===== config.mk =====
export PLATFORM = sky130hd
export DESIGN_NAME = byteswap_result_port
export DESIGN_NICKNAME = d
export VERILOG_FILES = /design/src/rtl/byteport_pkg.sv /design/src/rtl/result_hold.sv /design/src/rtl/port_ctrl.sv /design/src/rtl/lane_mux.sv /design/src/rtl/byteswap_result_port.sv
export SDC_FILE = /design/constraint.sdc
export NUM_CORES = 1
export LEC_CHECK = 0
export BUFFER_PORTS_ARGS = -buffer_cell sky130_fd_sc_hd__buf_2
export CORE_MARGIN = 3
export CORE_UTILIZATION = 47
export DETAILED_ROUTE_END_ITERATION = 10
export PLACE_DENSITY = 0.83
export SLEW_MARGIN = 20
export SYNTH_ARGS = -nofsm -noshare
export SYNTH_HDL_FRONTEND = slang
export SYNTH_SLANG_ARGS = --single-unit

===== constraint.sdc =====
create_clock -name clk -period 1.2 [get_ports clk]
set_input_delay 0.18 -clock clk [delete_from_list [all_inputs] [get_ports clk]]
set_output_delay 0.18 -clock clk [all_outputs]
set_load 0.01 [all_outputs]

===== src/rtl/byteport_pkg.sv =====
package byteport_pkg;
  // Source lane index for output lane `lane` of `lanes` lanes under the swap select
  function automatic int unsigned lane_src(input int unsigned lane,
                                           input int unsigned lanes,
                                           input logic        swap);
    return swap ? (lanes - 1 - lane) : lane;
  endfunction
endpackage


===== src/rtl/result_hold.sv =====
module result_hold #(
  parameter int unsigned DATA_W = 16
) (
  input  logic              clk,
  input  logic              rst,
  input  logic              accept,
  input  logic [DATA_W-1:0] din,
  output logic [DATA_W-1:0] q
);
  always_ff @(posedge clk) begin
    if (rst)         q <= '0;
    else if (accept) q <= din;
  end


  load_capture_chk: assert property (@(posedge clk) disable iff (rst)
    accept |=> q == $past(din));


  hold_stable_chk: assert property (@(posedge clk) disable iff (rst)
    !accept |=> $stable(q));


  reset_clear_chk: assert property (@(posedge clk)
    rst |=> q == '0);
endmodule


===== src/rtl/port_ctrl.sv =====
module port_ctrl (
  input  logic rst,
  input  logic cs_n,
  input  logic rd_n,
  input  logic ld_valid,
  output logic rd_active,
  output logic ld_ready,
  output logic accept
);
  logic strobed;

  always_comb begin
    strobed   = ~cs_n & ~rd_n;
    rd_active = strobed & ~rst;
    ld_ready  = ~strobed;
    accept    = ld_valid & ld_ready & ~rst;
  end


  no_load_in_read_chk: assert final (!(accept && !cs_n && !rd_n));
endmodule


===== src/rtl/lane_mux.sv =====
module lane_mux
  import byteport_pkg::*;
#(
  parameter int unsigned LANE_W = 8,
  parameter int unsigned LANES  = 2
) (
  input  logic [LANE_W*LANES-1:0] word,
  input  logic                    swap,
  input  logic                    en,
  output logic [LANE_W*LANES-1:0] bus,
  output logic [LANES-1:0]        oe
);
  for (genvar g = 0; g < LANES; g++) begin : g_lane
    localparam int unsigned SRC_STRAIGHT = lane_src(g, LANES, 1'b0);
    localparam int unsigned SRC_SWAPPED  = lane_src(g, LANES, 1'b1);
    logic [LANE_W-1:0] pick;
    always_comb begin
      pick = swap ? word[SRC_SWAPPED*LANE_W +: LANE_W]
                  : word[SRC_STRAIGHT*LANE_W +: LANE_W];
      bus[g*LANE_W +: LANE_W] = en ? pick : '0;
      oe[g] = en;
    end
  end
endmodule


===== src/rtl/byteswap_result_port.sv =====
module byteswap_result_port #(
  parameter int unsigned LANE_W = 8,
  parameter int unsigned LANES  = 2,
  localparam int unsigned DATA_W = LANE_W * LANES
) (
  input  logic              clk,
  input  logic              rst,
  input  logic              ld_valid,
  output logic              ld_ready,
  input  logic [DATA_W-1:0] ld_data,
  input  logic              cs_n,
  input  logic              rd_n,
  input  logic              swap,
  output logic [DATA_W-1:0] bus_q,
  output logic [LANES-1:0]  lane_oe
);
  logic              rd_active;
  logic              accept;
  logic [DATA_W-1:0] result;

  port_ctrl u_ctrl (
    .rst      (rst),
    .cs_n     (cs_n),
    .rd_n     (rd_n),
    .ld_valid (ld_valid),
    .rd_active(rd_active),
    .ld_ready (ld_ready),
    .accept   (accept)
  );

  result_hold #(.DATA_W(DATA_W)) u_hold (
    .clk   (clk),
    .rst   (rst),
    .accept(accept),
    .din   (ld_data),
    .q     (result)
  );

  lane_mux #(.LANE_W(LANE_W), .LANES(LANES)) u_mux (
    .word(result),
    .swap(swap),
    .en  (rd_active),
    .bus (bus_q),
    .oe  (lane_oe)
  );


  oe_gate_chk: assert property (@(posedge clk) disable iff (rst)
    (lane_oe != '0) |-> (!cs_n && !rd_n));


  idle_quiet_chk: assert property (@(posedge clk) disable iff (rst)
    (cs_n || rd_n) |-> (bus_q == '0 && lane_oe == '0));


  reset_lanes_off_chk: assert property (@(posedge clk)
    rst |-> lane_oe == '0);


  ready_low_in_read_chk: assert property (@(posedge clk) disable iff (rst)
    (!cs_n && !rd_n) |-> !ld_ready);


  read_steady_chk: assert property (@(posedge clk) disable iff (rst)
    (!cs_n && !rd_n && $past(!cs_n && !rd_n) && $stable(swap)) |-> $stable(bus_q));
endmodule


=== Yosys cells after proc, flatten, opt, wreduce, memory -nomap -nowiden ===
Cells that the tools add are included.

* Register bits: 16
* Bits of input ports: 22
* Output and inout port bits: 19
* Logic and storage cells: 13

* Mux-type cells: 4
* Bitwise operators: 8

{| class="wikitable"
|+ Operators by type and width
! operator !! count
|-
| two-way mux 8 bit || 4
|-
| bitwise AND 1 bit || 4
|-
| inverter 1 bit || 4
|}

=== Logic depth before layout (Yosys ltp) ===
Gate-level depths: netlist (run 1).

* Word-level depth: 5
* Mapped depth: 5
* Mapped depth without buffers: 2

=== Cells and area by module ===
From an unflattened synthesis (run 1), not the netlist that was laid out.

* Cell total of the unflattened synthesis: 92
* Area, all modules: 912.1 um^2

{| class="wikitable"
|+ By module, submodules not included
! module !! instances !! cells each !! area each (um^2) !! seq. area each (um^2)
|-
| result_hold || 1 || 52 || 580.6 || 320.3
|-
| lane_mux || 1 || 37 || 310.3 || 0.0
|-
| port_ctrl || 1 || 3 || 21.3 || 0.0
|}

=== Least setup slack after synthesis (run 1) ===
OpenSTA, ideal clock, no wires.

* Path type: input to output
* Start point: input port rst
* End point: output port bus_q[0]
* Arrival: 0.993 ns
* Required time: 1.020 ns
* Path slack: 0.027 ns
* Stages on the path: 4
* Buffers on the path: 2
* Path through: or3_1 > buf_6 > buf_6 > nor2_1

* Longest elaborated chain between the ends: 3

{| class="wikitable"
|+ RTL lines
! item !! line !! RTL
|-
| start, declared || byteswap_result_port.sv:7 || <nowiki>input logic rst,</nowiki>
|-
| inverter 1 bit || port_ctrl.sv:14 || <nowiki>rd_active = strobed & ~rst;</nowiki>
|-
| bitwise AND 1 bit || port_ctrl.sv:14 ||
|-
| two-way mux 8 bit || lane_mux.sv:20 || <nowiki>bus[g*LANE_W +: LANE_W] = en ? pick : '0;</nowiki>
|-
| end, declared || byteswap_result_port.sv:14 || <nowiki>output logic [DATA_W-1:0] bus_q,</nowiki>
|}

Every way passes these cells.

=== Worst setup path in the final report (run 1) ===
* Start point: input port rd_n
* End point: output port bus_q[6]

* Longest elaborated chain between the ends: 4

{| class="wikitable"
|+ RTL lines
! item !! line !! RTL
|-
| start, declared || byteswap_result_port.sv:12 || <nowiki>input logic rd_n,</nowiki>
|-
| inverter 1 bit || port_ctrl.sv:13 || <nowiki>strobed = ~cs_n & ~rd_n;</nowiki>
|-
| bitwise AND 1 bit || port_ctrl.sv:13 ||
|-
| bitwise AND 1 bit || port_ctrl.sv:14 ||
|-
| two-way mux 8 bit || lane_mux.sv:20 ||
|}

Every way passes these cells.

==> results of run 1 <==
[worst max-delay path, delay by kind of cell]
family        cells  cell delay, ns
buf+inv           3            0.39
simple gates      2            0.52
[per-stage QoR]
stage	total power [uW]	instances	hold slack (ns)
finish	1250	179	0.147
global route	1310	179	0.146
CTS	1210	179	0.146
detailed placement	841	173	0.452
global placement	829	173	0.442
floorplan	758	111	0.335
[worst paths after layout]
path / startpoint / endpoint / slack, ns / cells after the start
max: rd_n / bus_q[6] / -0.07 / 5
min: ld_data[4] / u_hold.q[4]$_SDFFE_PP0P_ / 0.15 / 3
max reg2reg: u_hold.q[3]$_SDFFE_PP0P_ / u_hold.q[3]$_SDFFE_PP0P_ / 0.52 / 2
min reg2reg: u_hold.q[7]$_SDFFE_PP0P_ / u_hold.q[7]$_SDFFE_PP0P_ / 0.50 / 2
[cell usage after synthesis]
| master | count |
|---|---|
| clkbuf_1 | 3 |
| dfxtp_1 | 16 |
| or2_2 | 1 |
| mux2i_1 | 32 |
| o21a_1 | 1 |
| inv_1 | 1 |
| nor2_1 | 16 |
| or3_1 | 1 |
| buf_2 | 2 |
| buf_6 | 2 |
| nand2b_1 | 32 |
| buf_4 | 4 |
[metal layers]
metal / track usage, % / part of all wire, % / routed length, microns
met5: 0 / 0 / 0
met1: 23.3 / 40 / 1030
met2: 29.5 / 52 / 1350
met4: 6.55 / 2.0 / 51
met3: 3.44 / 6.3 / 162
[repair_timing]
item	in CTS	in global routing
hold buffers	0	0
gates resized for setup	17	32
gates cloned	2	0
pin swaps	16	4
setup endpoints to repair	18	18
[kinds of logic after synthesis]
kind of cell           after synthesis  share of synthesized area [%]
AOI/OAI and AO/OA                    1                          0.752
buffers and inverters               12                           7.77
DFF                                 16                           32.1
muxes                               32                           32.1
and+or+nand+nor                     50                           27.3
[power groups by stage]
| stage | Sequential (uW) | Clock (uW) | Combinational, uW |
|---|---|---|---|
| final | 602 | 353 | 297 |
| after floorplan | 596 | 0 | 162 |
| after CTS | 592 | 360 | 263 |
| after detailed placement | 603 | 0 | 238 |
| after global routing | 606 | 382 | 322 |
| after global placement | 599 | 0 | 230 |
[final cells by class]
class	count	area share (%)
inverter	1	0.257
sequential	16	22.4
timing repair buffer	48	24.2
multi-input combinational	83	48.3
tap	27	2.31
clock buffer	4	2.48
==> results.cfg, run 1 <==
[routing]
vias_per_cell = 4.99
drc = 0
via_count = 894
wl_per_cell_microns = 14.5
drt_iter0_markers = 11
wl_microns = 2590
dr.pass1.iters = 4
postRouteAntennaNets = 0

[clock_network]
cts_max_path_buffers = 2
cts_tree = yes
root_buffer = clkbuf_4
cts_inserted_buffers = 3
path_clk_slew_ns = 0.09
post_cts_buffers = 0
insertion_delay_ns = 0.28
htreeDepth = 1
cts.sinks = 16

[setup_path]
slowest_stage = or3_4
crit_type = primary input to output pin
critPathArrivalTime_ns = 1.09
crit_fanout = 8
max_stage_delay_ns = 0.42
end_kind = output pin
start_kind = primary input
cp_cell_sequence = buf_6, or3_4, buf_8, nor2_2, buf_2
critPathRequiredTime_ns = 1.02

[cells_and_area]
fill_cells = 143
final_layout_size_suffix_gt1_share_pct = 52.0
largest_reg_flops = 16
post-route-util_pct = 73.7
regArea_sq_um = 328
antennaDiodeCount = 0
fin_nets = 175
final_area_sq_um = 1460
regMostFlops = u_hold.q
layout_common_cells = nand2b_1 (32), buf_2 (32), mux2i_1 (25)
multi_input_area_sq_um = 706
syn_to_final_growth_pct = 46.4
reg.largest.list = u_hold.q: 16 flops

[floorplanning]
core_area_sq_um = 1980
die_area_sq_um = 2710
fp.dieH_microns = 52.1
num_rows = 16
initial_utilization_pct = 50.4
die_x_microns = 52.1
io_pins = 41

[sta]
tns_ns = -0.660
rsz0062_at_grt = true
setup_ws_ns = -0.0743
hold_violations = 0
min_period_over_period_pct = 106
setup_violations = 18
min_period_ns = 1.27
finalMaxSlewViolations = 0
skew_ns = 0
max_freq_ghz = 0.785
worst_pin_slew_ns = 0.238
maxSlewHeadroom_pct = 83.7

[place]
gp_congestion = 0.684
dpl-instance-area_sq_um = 1230
io_buffers = 40
post-place-ws_ns = -0.0886
place_hpwl_microns = 1530

[global_routing]
grt_antenna_before_repair = 0
grt_pass1_vias = 847
grt_max_degree = 33
track_usage_pct = 18.0
grt_pass1_wl_microns = 3680
grt_overflow = 0

[pwr]
leakagePower_uw = 0.000643
p_seq_share_pct = 48.1
p_comb_share_pct = 23.7
p_int_uw = 915
sw_frac_of_total_pct = 27.0
powerDensity_nw_per_um2 = 857
max-vdd-ir-drop_v = 0.000696
net-switching-power_uw = 338
p_clk_share_pct = 28.2

[synthesis]
yosys.cell_types.count = 12
yosys.area.top_type = dfxtp_1
syn_avg_cell_area_sq_um = 9.00
yosys_warnings = 0
ys_top_cells_by_area = dfxtp_1 (32%), mux2i_1 (32%), nand2b_1 (20%)
synth_top_area_share_pct = 32.1
ys_seq_elements = 16
syn_inst = 111
ys_seq_area_share_pct = 32.1
syn_area_sq_um = 998
syn_nets = 133

[min_path]
hp-class = primary input to flip-flop

[job]
drv_cap = 0

[status]
violations = setup timing
status = complete, but fails checks
No activity file was read; power rests on OpenSTA's default activity.
==> run 2, diff against run 1 <==
Settings changed: PLACE_DENSITY 0.83 to 0.84, RECOVER_POWER set to 25.
==> results.cfg, run 2 (synthesized netlist as in run 1, its figures left out) <==
[status]
status = complete, but fails checks
violations = setup timing

[global_routing]
grt_pass1_wl_microns = 3800
gr-usage-met3_pct = 3.15
grt_antenna_before_repair = 0
grt_util_met2_pct = 32.2
track_usage_pct = 19.2
top_usage_layer = met2
use_met1_pct = 23.0
grt_max_degree = 33
grt_pass1_vias = 858
grt_overflow = 0

[clock_network]
cts_max_path_buffers = 2
insertion_delay_ns = 0.30
cts_tree = yes
cts_inserted_buffers = 3
htreeDepth = 1
cts.sinks = 16
path_clk_slew_ns = 0.10
root_buffer = clkbuf_4
hold_buffers = 0

[routing]
postRouteAntennaNets = 0
wl_per_cell_microns = 13.4
via_count = 889
drt_iter0_markers = 4
vias_per_cell = 4.94
drc = 0
dr.pass1.iters = 4
wl_microns = 2420

[sta]
skew_ns = 0
maxSlewHeadroom_pct = 63.8
hold_ws_ns = 0.130
hold_violations = 0
rsz0062_at_grt = true
min_period_ns = 1.26
worst_pin_slew_ns = 0.542
finalMaxSlewViolations = 0
setup_violations = 16
min_period_over_period_pct = 105
setup_ws_ns = -0.0561
max_freq_ghz = 0.796

[floorplanning]
die_x_microns = 52.1
fp.dieH_microns = 52.1
io_pins = 41
die_area_sq_um = 2710
core_area_sq_um = 1980
num_rows = 16
initial_utilization_pct = 50.4

[place]
gp_congestion = 0.723
dp_cells = 174
place_hpwl_microns = 1570
dpl-instance-area_sq_um = 1240
io_buffers = 40

[cells_and_area]
largest_reg_flops = 16
fin_nets = 176
final_area_sq_um = 1500
regMostFlops = u_hold.q
antennaDiodeCount = 0
layout_common_cells = nand2b_1 (32), buf_2 (31), mux2i_1 (24)
final_cells = 180
fill_cells = 132
multi_input_area_sq_um = 738
regArea_sq_um = 330
reg.largest.list = u_hold.q: 16 flops
final_layout_size_suffix_gt1_share_pct = 55.6
syn_to_final_growth_pct = 49.9
layout.cells.most_common = nand2b_1
post-route-util_pct = 75.5

[setup_path]
end_kind = output pin
cpMostUsedCell = buf_6
reg2regPathDepth = 2
r2r-end = u_hold.q[4]$_SDFFE_PP0P_
crit_fanout = 8
cp_cell_sequence = buf_6, or3_4, buf_12, nor2_4, buf_6
r2r_start = u_hold.q[4]$_SDFFE_PP0P_
start_kind = primary input
reg2reg_slack_ns = 0.47
max_stage_delay_ns = 0.43
crit_type = primary input to output pin
critPathRequiredTime_ns = 1.02
crit_family = simple AND/OR/NAND/NOR gates
slowest_stage = or3_4
cp_num_buf_inv = 3
critPathArrivalTime_ns = 1.08

[min_path]
holdPathStages = 3
hp-class = primary input to flip-flop
hold_start = ld_data[10]
holdPathEnd = u_hold.q[10]$_SDFFE_PP0P_

[pwr]
total_power_uw = 1280
max-vdd-ir-drop_v = 0.000654
leakagePower_uw = 0.000644
powerDensity_nw_per_um2 = 855

[job]
drv_cap = 0
[run 2: how the worst max path moves through the flow]
| stage | start | to | slack (ns) | cells after the start |
|---|---|---|---|---|
| after floorplan | rst | bus_q[0] | 0.03 | 4 |
| after global placement | rst | bus_q[13] | -0.08 | 5 |
| after detailed placement | rst | bus_q[2] | -0.12 | 5 |
| after CTS | cs_n | bus_q[0] | -0.06 | 5 |
| after global routing | u_hold.q[13]$_SDFFE_PP0P_ | bus_q[13] | -0.09 | 3 |
| final | rd_n | bus_q[14] | -0.06 | 5 |
[run 2: repair_timing]
item,4_1_cts,5_1_grt
endpoints found under the setup margin,18,18
gates cloned,1,0
resized for setup,39,17
setup buffers,0,1
endpoints found under the hold margin,0,0
pin swaps,15,3
[run 2: metal layers]
layer / up-vias / share of wire [%]
met4: 0 / 2.1
met3: 5 / 6.1
met5: - / 0
li1: 443 / -
met1: 410 / 41
met2: 31 / 50
[run 2: worst reg2reg max path: cells and delay by family (launching register included)]
kind	cells	cell delay, ns
AND/OR/NAND/NOR	1	0.09
multiplexers	1	0.16
flip-flops	1	0.40
[run 2: power by group]
| part | internal, uW | total [uW] | switching, uW | leakage, uW |
|---|---|---|---|---|
| combinational | 167 | 301 | 134 | 0.000489 |
| clock | 185 | 371 | 186 | 0.0000210 |
| sequential | 569 | 607 | 37.7 | 0.000135 |
| total | 921 | 1280 | 358 | 0.000644 |
[run 2: through the flow]
stage / TNS (ns) / worst slack, ns
6_report: -0.611 / -0.0561
5_1_grt: -0.961 / -0.0861
4_1_cts: -0.499 / -0.0551
3_5_place_dp: -1.36 / -0.121
3_3_place_gp: -0.705 / -0.0773
2_1_floorplan: 0 / 0.0266
[run 2: layout make-up]
type	count	area share, %
Timing Repair Buffer	49	23.7
Multi-Input combinational cell	83	49.3
Tap cell	27	2.26
Inverter	1	0.251
Clock buffer	4	2.42
Sequential cell	16	22.1
